==> src/rtl/epp_host_pkg.sv <==
package epp_host_pkg;

    typedef enum logic [2:0] {
        ST_IDLE   = 3'd0,
        ST_DIR    = 3'd1,
        ST_DRIVE  = 3'd2,
        ST_STROBE = 3'd3,
        ST_HOLD   = 3'd4,
        ST_ABORT  = 3'd5
    } epp_state_t;

endpackage

==> src/rtl/epp_sync.sv <==
module epp_sync #(
    parameter int W      = 2,
    parameter int STAGES = 2
) (
    input  logic         clk,
    input  logic         rst,
    input  logic [W-1:0] d,
    output logic [W-1:0] q
);
    logic [STAGES-1:0][W-1:0] stg;

    always_ff @(posedge clk) begin
        if (rst) begin
            stg <= '0;
        end else begin
            stg <= {stg[STAGES-2:0], d};
        end
    end

    assign q = stg[STAGES-1];
endmodule

==> src/rtl/epp_tmo_timer.sv <==
module epp_tmo_timer #(
    parameter int CNT_W = 16
) (
    input  logic             clk,
    input  logic             rst,
    input  logic             run,
    input  logic             restart,
    input  logic [CNT_W-1:0] limit,
    output logic             expired
);
    logic [CNT_W-1:0] cnt;

    always_ff @(posedge clk) begin
        if (rst) begin
            cnt <= '0;
        end else if (restart || !run) begin
            cnt <= '0;
        end else if (cnt != {CNT_W{1'b1}}) begin
            cnt <= cnt + CNT_W'(1);
        end
    end

    assign expired = run && (limit != '0) && (cnt >= limit);
endmodule

==> src/rtl/epp_cycle_fsm.sv <==
module epp_cycle_fsm
    import epp_host_pkg::*;
#(
    parameter int DATA_W = 8
) (
    input  logic              clk,
    input  logic              rst,
    input  logic              acc_en,
    input  logic              acc_write,
    input  logic              acc_data_sel,
    input  logic [DATA_W-1:0] acc_wbyte,
    input  logic              wait_s,
    input  logic              expired,
    input  logic [DATA_W-1:0] bus_in,
    output logic              busy,
    output logic              done,
    output logic              tmo_flag,
    output logic [DATA_W-1:0] rd_data,
    output logic              wr_n,
    output logic              astb_n,
    output logic              dstb_n,
    output logic              bus_oe,
    output logic [DATA_W-1:0] bus_out,
    output logic              tmr_run,
    output logic              tmr_restart
);
    epp_state_t st, st_nxt;

    logic              req_write;
    logic              req_sel;
    logic [DATA_W-1:0] req_byte;
    logic              take;
    logic              dir_w;
    logic              dir_sel;

    assign take    = (st == ST_IDLE) && acc_en;
    assign dir_w   = (st == ST_IDLE) ? acc_write    : req_write;
    assign dir_sel = (st == ST_IDLE) ? acc_data_sel : req_sel;

    // state register
    always_ff @(posedge clk) begin
        if (rst) begin
            st <= ST_IDLE;
        end else begin
            st <= st_nxt;
        end
    end

    // next-state decision; progress on wait beats expiry
    always_comb begin
        st_nxt = st;
        unique case (st)
            ST_IDLE:   if (acc_en) st_nxt = ST_DIR;
            ST_DIR:    st_nxt = ST_DRIVE;
            ST_DRIVE: begin
                if (!wait_s)      st_nxt = ST_STROBE;
                else if (expired) st_nxt = ST_ABORT;
            end
            ST_STROBE: begin
                if (wait_s)       st_nxt = ST_HOLD;
                else if (expired) st_nxt = ST_ABORT;
            end
            ST_HOLD: begin
                if (!wait_s)      st_nxt = ST_IDLE;
                else if (expired) st_nxt = ST_ABORT;
            end
            ST_ABORT:  st_nxt = ST_IDLE;
            default:   st_nxt = ST_IDLE;
        endcase
    end

    // registered cable outputs, decoded from the state being entered
    always_ff @(posedge clk) begin
        if (rst) begin
            wr_n   <= 1'b1;
            astb_n <= 1'b1;
            dstb_n <= 1'b1;
            bus_oe <= 1'b0;
        end else begin
            wr_n   <= !(dir_w && (st_nxt inside {ST_DIR, ST_DRIVE, ST_STROBE, ST_HOLD}));
            bus_oe <= dir_w && (st_nxt inside {ST_DRIVE, ST_STROBE, ST_HOLD});
            astb_n <= !((st_nxt == ST_STROBE) && !dir_sel);
            dstb_n <= !((st_nxt == ST_STROBE) && dir_sel);
        end
    end

    // request capture, read latch, completion and timeout status
    always_ff @(posedge clk) begin
        if (rst) begin
            req_write <= 1'b0;
            req_sel   <= 1'b0;
            req_byte  <= '0;
            rd_data   <= '0;
            done      <= 1'b0;
            tmo_flag  <= 1'b0;
        end else begin
            done <= 1'b0;
            if (take) begin
                req_write <= acc_write;
                req_sel   <= acc_data_sel;
                req_byte  <= acc_wbyte;
                tmo_flag  <= 1'b0;
            end
            if ((st == ST_STROBE) && wait_s && !req_write) begin
                rd_data <= bus_in;
            end
            if ((st == ST_HOLD) && !wait_s) begin
                done <= 1'b1;
            end
            if (st == ST_ABORT) begin
                tmo_flag <= 1'b1;
            end
        end
    end

    assign busy        = (st != ST_IDLE);
    assign bus_out     = req_byte;
    assign tmr_run     = st inside {ST_DRIVE, ST_STROBE, ST_HOLD};
    assign tmr_restart = (st_nxt != st);
endmodule

==> src/rtl/epp_host_engine.sv <==
module epp_host_engine #(
    parameter int DATA_W      = 8,
    parameter int TMO_W       = 16,
    parameter int SYNC_STAGES = 2
) (
    input  logic              clk,
    input  logic              rst,
    input  logic              acc_en,
    input  logic              acc_write,
    input  logic              acc_data_sel,
    input  logic [DATA_W-1:0] acc_wbyte,
    input  logic [TMO_W-1:0]  tmo_limit,
    output logic              busy,
    output logic              done,
    output logic [DATA_W-1:0] rd_data,
    output logic              tmo_flag,
    output logic              irq,
    output logic              epp_wr_n,
    output logic              epp_astb_n,
    output logic              epp_dstb_n,
    output logic              epp_prst_n,
    output logic [DATA_W-1:0] bus_out,
    output logic              bus_oe,
    input  logic [DATA_W-1:0] bus_in,
    input  logic              wait_in,
    input  logic              intr_in
);
    localparam int N_SYNC = 2;

    logic [N_SYNC-1:0] sync_q;
    logic              wait_s;
    logic              expired;
    logic              tmr_run;
    logic              tmr_restart;

    epp_sync #(.W(N_SYNC), .STAGES(SYNC_STAGES)) u_sync (
        .clk (clk),
        .rst (rst),
        .d   ({intr_in, wait_in}),
        .q   (sync_q)
    );

    assign wait_s = sync_q[0];
    assign irq    = sync_q[1];

    epp_tmo_timer #(.CNT_W(TMO_W)) u_timer (
        .clk     (clk),
        .rst     (rst),
        .run     (tmr_run),
        .restart (tmr_restart),
        .limit   (tmo_limit),
        .expired (expired)
    );

    epp_cycle_fsm #(.DATA_W(DATA_W)) u_fsm (
        .clk          (clk),
        .rst          (rst),
        .acc_en       (acc_en),
        .acc_write    (acc_write),
        .acc_data_sel (acc_data_sel),
        .acc_wbyte    (acc_wbyte),
        .wait_s       (wait_s),
        .expired      (expired),
        .bus_in       (bus_in),
        .busy         (busy),
        .done         (done),
        .tmo_flag     (tmo_flag),
        .rd_data      (rd_data),
        .wr_n         (epp_wr_n),
        .astb_n       (epp_astb_n),
        .dstb_n       (epp_dstb_n),
        .bus_oe       (bus_oe),
        .bus_out      (bus_out),
        .tmr_run      (tmr_run),
        .tmr_restart  (tmr_restart)
    );

    always_ff @(posedge clk) begin
        epp_prst_n <= !rst;
    end
endmodule

==> config.mk <==
export PLATFORM = sky130hd
export DESIGN_NAME = epp_host_engine
export DESIGN_NICKNAME = d
export VERILOG_FILES = /design/src/rtl/epp_host_pkg.sv /design/src/rtl/epp_sync.sv /design/src/rtl/epp_tmo_timer.sv /design/src/rtl/epp_cycle_fsm.sv /design/src/rtl/epp_host_engine.sv
export SDC_FILE = /design/constraint.sdc
export NUM_CORES = 1
export LEC_CHECK = 0
export BUFFER_PORTS_ARGS = -buffer_cell sky130_fd_sc_hd__buf_4
export CAP_MARGIN = 10
export CORE_UTILIZATION = 53
export CTS_CLUSTER_SIZE = 30
export DETAILED_ROUTE_END_ITERATION = 10
export PLACE_DENSITY = 0.8
export SETUP_SLACK_MARGIN = 0.3
export SLEW_MARGIN = 20
export SYNTH_ARGS = -nofsm -noshare
export SYNTH_HDL_FRONTEND = slang
export SYNTH_HIERARCHICAL = 1
export SYNTH_SLANG_ARGS = --single-unit
==> constraint.sdc <==
create_clock -name clk -period 2.65 [get_ports clk]
set_input_delay 0.1325 -clock clk [delete_from_list [all_inputs] [get_ports clk]]
set_output_delay 0.1325 -clock clk [all_outputs]
set_load 0.02 [all_outputs]
==> results.cfg <==
[grt]
grt_use_total = 0.2321
grt_use_met1 = 0.2894
grt_start_max_net_pins = 31
overflow = 0
antenna_found_initial = 0
grt_use_met2 = 0.3959
grt_use_met3 = 0.05556
grt_pass1_vias = 2124
grt.busiest_layer = met2
grt_pass1_wl_um = 9183

[logic_synthesis]
yosysMostFrequentCell = dfxtp_1
ys_seq_elements = 48
yosys.area.top_type = dfxtp_1
ys_async_sr_fraction = 0
avgSynthCellArea_um2 = 8.586
syn_inst = 290
yosysWarnings = 6
yosysUniqueCellTypes = 49
synth_flop_cell = dfxtp_1
synth_common_cells = dfxtp_1, nand2_1, nor2_1, a21oi_1
yosysTopAreaCellShare = 0.3859
syn-num-nets = 346
ys_top_cells_by_area = dfxtp_1, ha_1, a21oi_1
synth_edf_count = 0
syn_area_um2 = 2490
ys_seq_area_frac = 0.3859

[pwr]
fin_total_pwr_w = 0.001428
leakagePower_nw = 1.422
p_comb_frac = 0.155
p_clk_frac = 0.312
power.switching_w = 0.0003697
powerDensity_nw_per_um2 = 438.4
seqPwrFrac = 0.533
p_int_w = 0.001059
peakVddDrop_mv = 0.3368
p_sw_frac = 0.2588

[cells_and_area]
nets = 418
drive_above_1_share = 0.3251
syn_to_final_growth_pct = 30.85
insertedDiodeCount = 0
n_fill_cell = 343

[sta]
period_share = 0.8842
timing.final.ws_setup_ns = 0.3070
hold_viol = 0
rsz0062_at_grt = true
max_freq_mhz = 426.8
tns_ns = 0
relSlewSlack = 0.5813
fin_skew_ns = 0.006315
hold_slack_ns = 0.05110
finalMaxSlewViolations = 0
tightest_slew_ns = 0.6261
post-route-min-period_ns = 2.343
setup_violations = 0

[clock_network]
cts_root_buf = clkbuf_8
path_clk_slew_ns = 0.08
cts_tree = built
ctsHoldBuffers = 0
cts.sinks = 48
cts_max_path_buffers = 2
clkLatencyLatePin_ns = 0.30
h-tree-depth = 2
cts-buffers-inserted = 5

[worst_setup_path]
reg2reg_slack_ns = 0.31
required_ns = 2.87
startpoint_type = register
reg2reg_depth = 11
critical_path_class = reg -> reg
reg2reg_from = u_timer/cnt[3]$_SDFFE_PP0P_
end_kind = register
cp_max_fo = 4
startpoint = u_timer/cnt[3]$_SDFFE_PP0P_
worst_ep_arrival_time_ns = 2.57
endpoint = u_timer/cnt[11]$_SDFFE_PP0P_
r2r_end = u_timer/cnt[11]$_SDFFE_PP0P_

[place]
gp_congestion = 0.8741
dp_hpwl_um = 4201
post-place-ws_ns = 0.1460
portBuffers = 63

[floorplan]
dieArea_um2 = 4976
start_util = 0.5602
pin_count = 64
die_h_um = 70.54
core_um2 = 4444
row_count = 24
die_w_um = 70.54

[detailed_routing]
wl_per_cell_um = 13.83
drtIter0Drc = 136
firstDrtPassIters = 7
drt_wl_total_um = 5738
ant_nets = 0
via_per_inst = 5.480
vias = 2274
drc = 8

[status]
status = finished with violations
violations = DRC

[min_path]
hp-start = intr_in
hp-class = in -> reg

[job]
drv_cap = 0
[flip-flops by register name, summed over array words and instances (netlist names)]
name and count:
u_fsm/dstb_n 1, u_fsm/bus_oe 1, u_sync/q 2, u_fsm/done 1
epp_prst_n 1, u_fsm/astb_n 1, u_fsm/wr_n 1, u_sync/stg 2
u_fsm/bus_out 8, u_fsm/rd_data 8, u_fsm/st 3, u_fsm/req_sel 1
u_fsm/req_write 1, u_fsm/tmo_flag 1, u_timer/cnt 16
[layout by cell type (no fill, tap or decap), types with 3 or more instances in the layout]
master    instances
a21oi_1          27
buf_4            75
clkbuf_8          6
dfxtp_1          42
dfxtp_2           3
dfxtp_4           3
ha_1             11
ha_4              4
inv_1            16
inv_2             4
mux2i_1          10
nand2_1          37
nand3_1          10
nand4_1           4
nor2_1           30
nor2b_1           9
nor3_2            3
nor4_1            6
o21ai_0           4
o21ai_1           4
xnor2_1           9
[kinds of logic after synthesis]
group / after synthesis / synth area share
AOI/OAI and AO/OA: 57 / 0.1467
DFF: 48 / 0.3859
buffers and inverters: 31 / 0.05577
muxes: 10 / 0.04020
and+or+nand+nor: 117 / 0.2508
adders and majority gates: 17 / 0.08543
xor gates and xnor gates: 10 / 0.03518
[critical path: stages (launching register included)]
cell and delay [ns]:
dfxtp_4 0.36, ha_2 0.18, a211oi_2 0.19, o21ai_1 0.11, a41oi_2 0.20, nor3_2 0.07
o311a_1 0.40, o22a_1 0.21, nor2_1 0.12, nand2_2 0.10, o21bai_1 0.19, a31oi_1 0.15
[metrics by stage]
| step | util | instances | instance area, um^2 |
|---|---|---|---|
| floorplan | - | 290 | 2492 |
| global placement | 0.6791 | 401 | 3018 |
| detailed placement | 0.6791 | 401 | 3018 |
| CTS | 0.7035 | 410 | 3127 |
| global route | 0.7331 | 415 | 3258 |
| finish | 0.7331 | 415 | 3258 |
[power groups by stage]
stage	logic [W]	clock network, W	registers (W)
after detailed placement	0.000211	0	0.000780
after CTS	0.000214	0.000465	0.000764
final	0.000221	0.000446	0.000761
after global placement	0.000208	0	0.000780
after global routing	0.000243	0.000493	0.000766
after floorplan	0.000107	0	0.000791
[worst min path at each step]
stage,to,depth (start not counted),slack (ns)
finish,u_sync/stg[1]$_SDFF_PP0_,2,0.05
global placement,u_sync/stg[1]$_SDFF_PP0_,2,0.34
global route,u_fsm/bus_out[4]$_SDFFE_PP0P_,3,0.06
CTS,u_sync/stg[1]$_SDFF_PP0_,2,0.04
floorplan,epp_prst_n$_DFF_P_,1,0.19
detailed placement,u_sync/stg[1]$_SDFF_PP0_,2,0.36
[metal layers]
metal,routed length (um),vias to the layer above
li1,-,1157
met1,2553,1030
met2,2772,78
met3,331,9
met4,80,0
met5,0,-
[area by class of cell]
| cell class | instances | area [um^2] | area share |
|---|---|---|---|
| Clock buffer | 8 | 90.09 | 0.02765 |
| Inverter | 20 | 75.07 | 0.02304 |
| Multi-Input combinational cell | 211 | 1478 | 0.4535 |
| Sequential cell | 48 | 975.9 | 0.2995 |
| Tap cell | 52 | 65.06 | 0.01997 |
| Timing Repair Buffer | 76 | 574.3 | 0.1763 |
[what timing repair did]
action                     in CTS  in global routing
pin swaps                       4                  7
resized for setup               4                 21
cloned                          0                  0
buffers inserted                1                  5
setup endpoints to repair      18                 19
No activity file was read; power rests on OpenSTA's default activity.
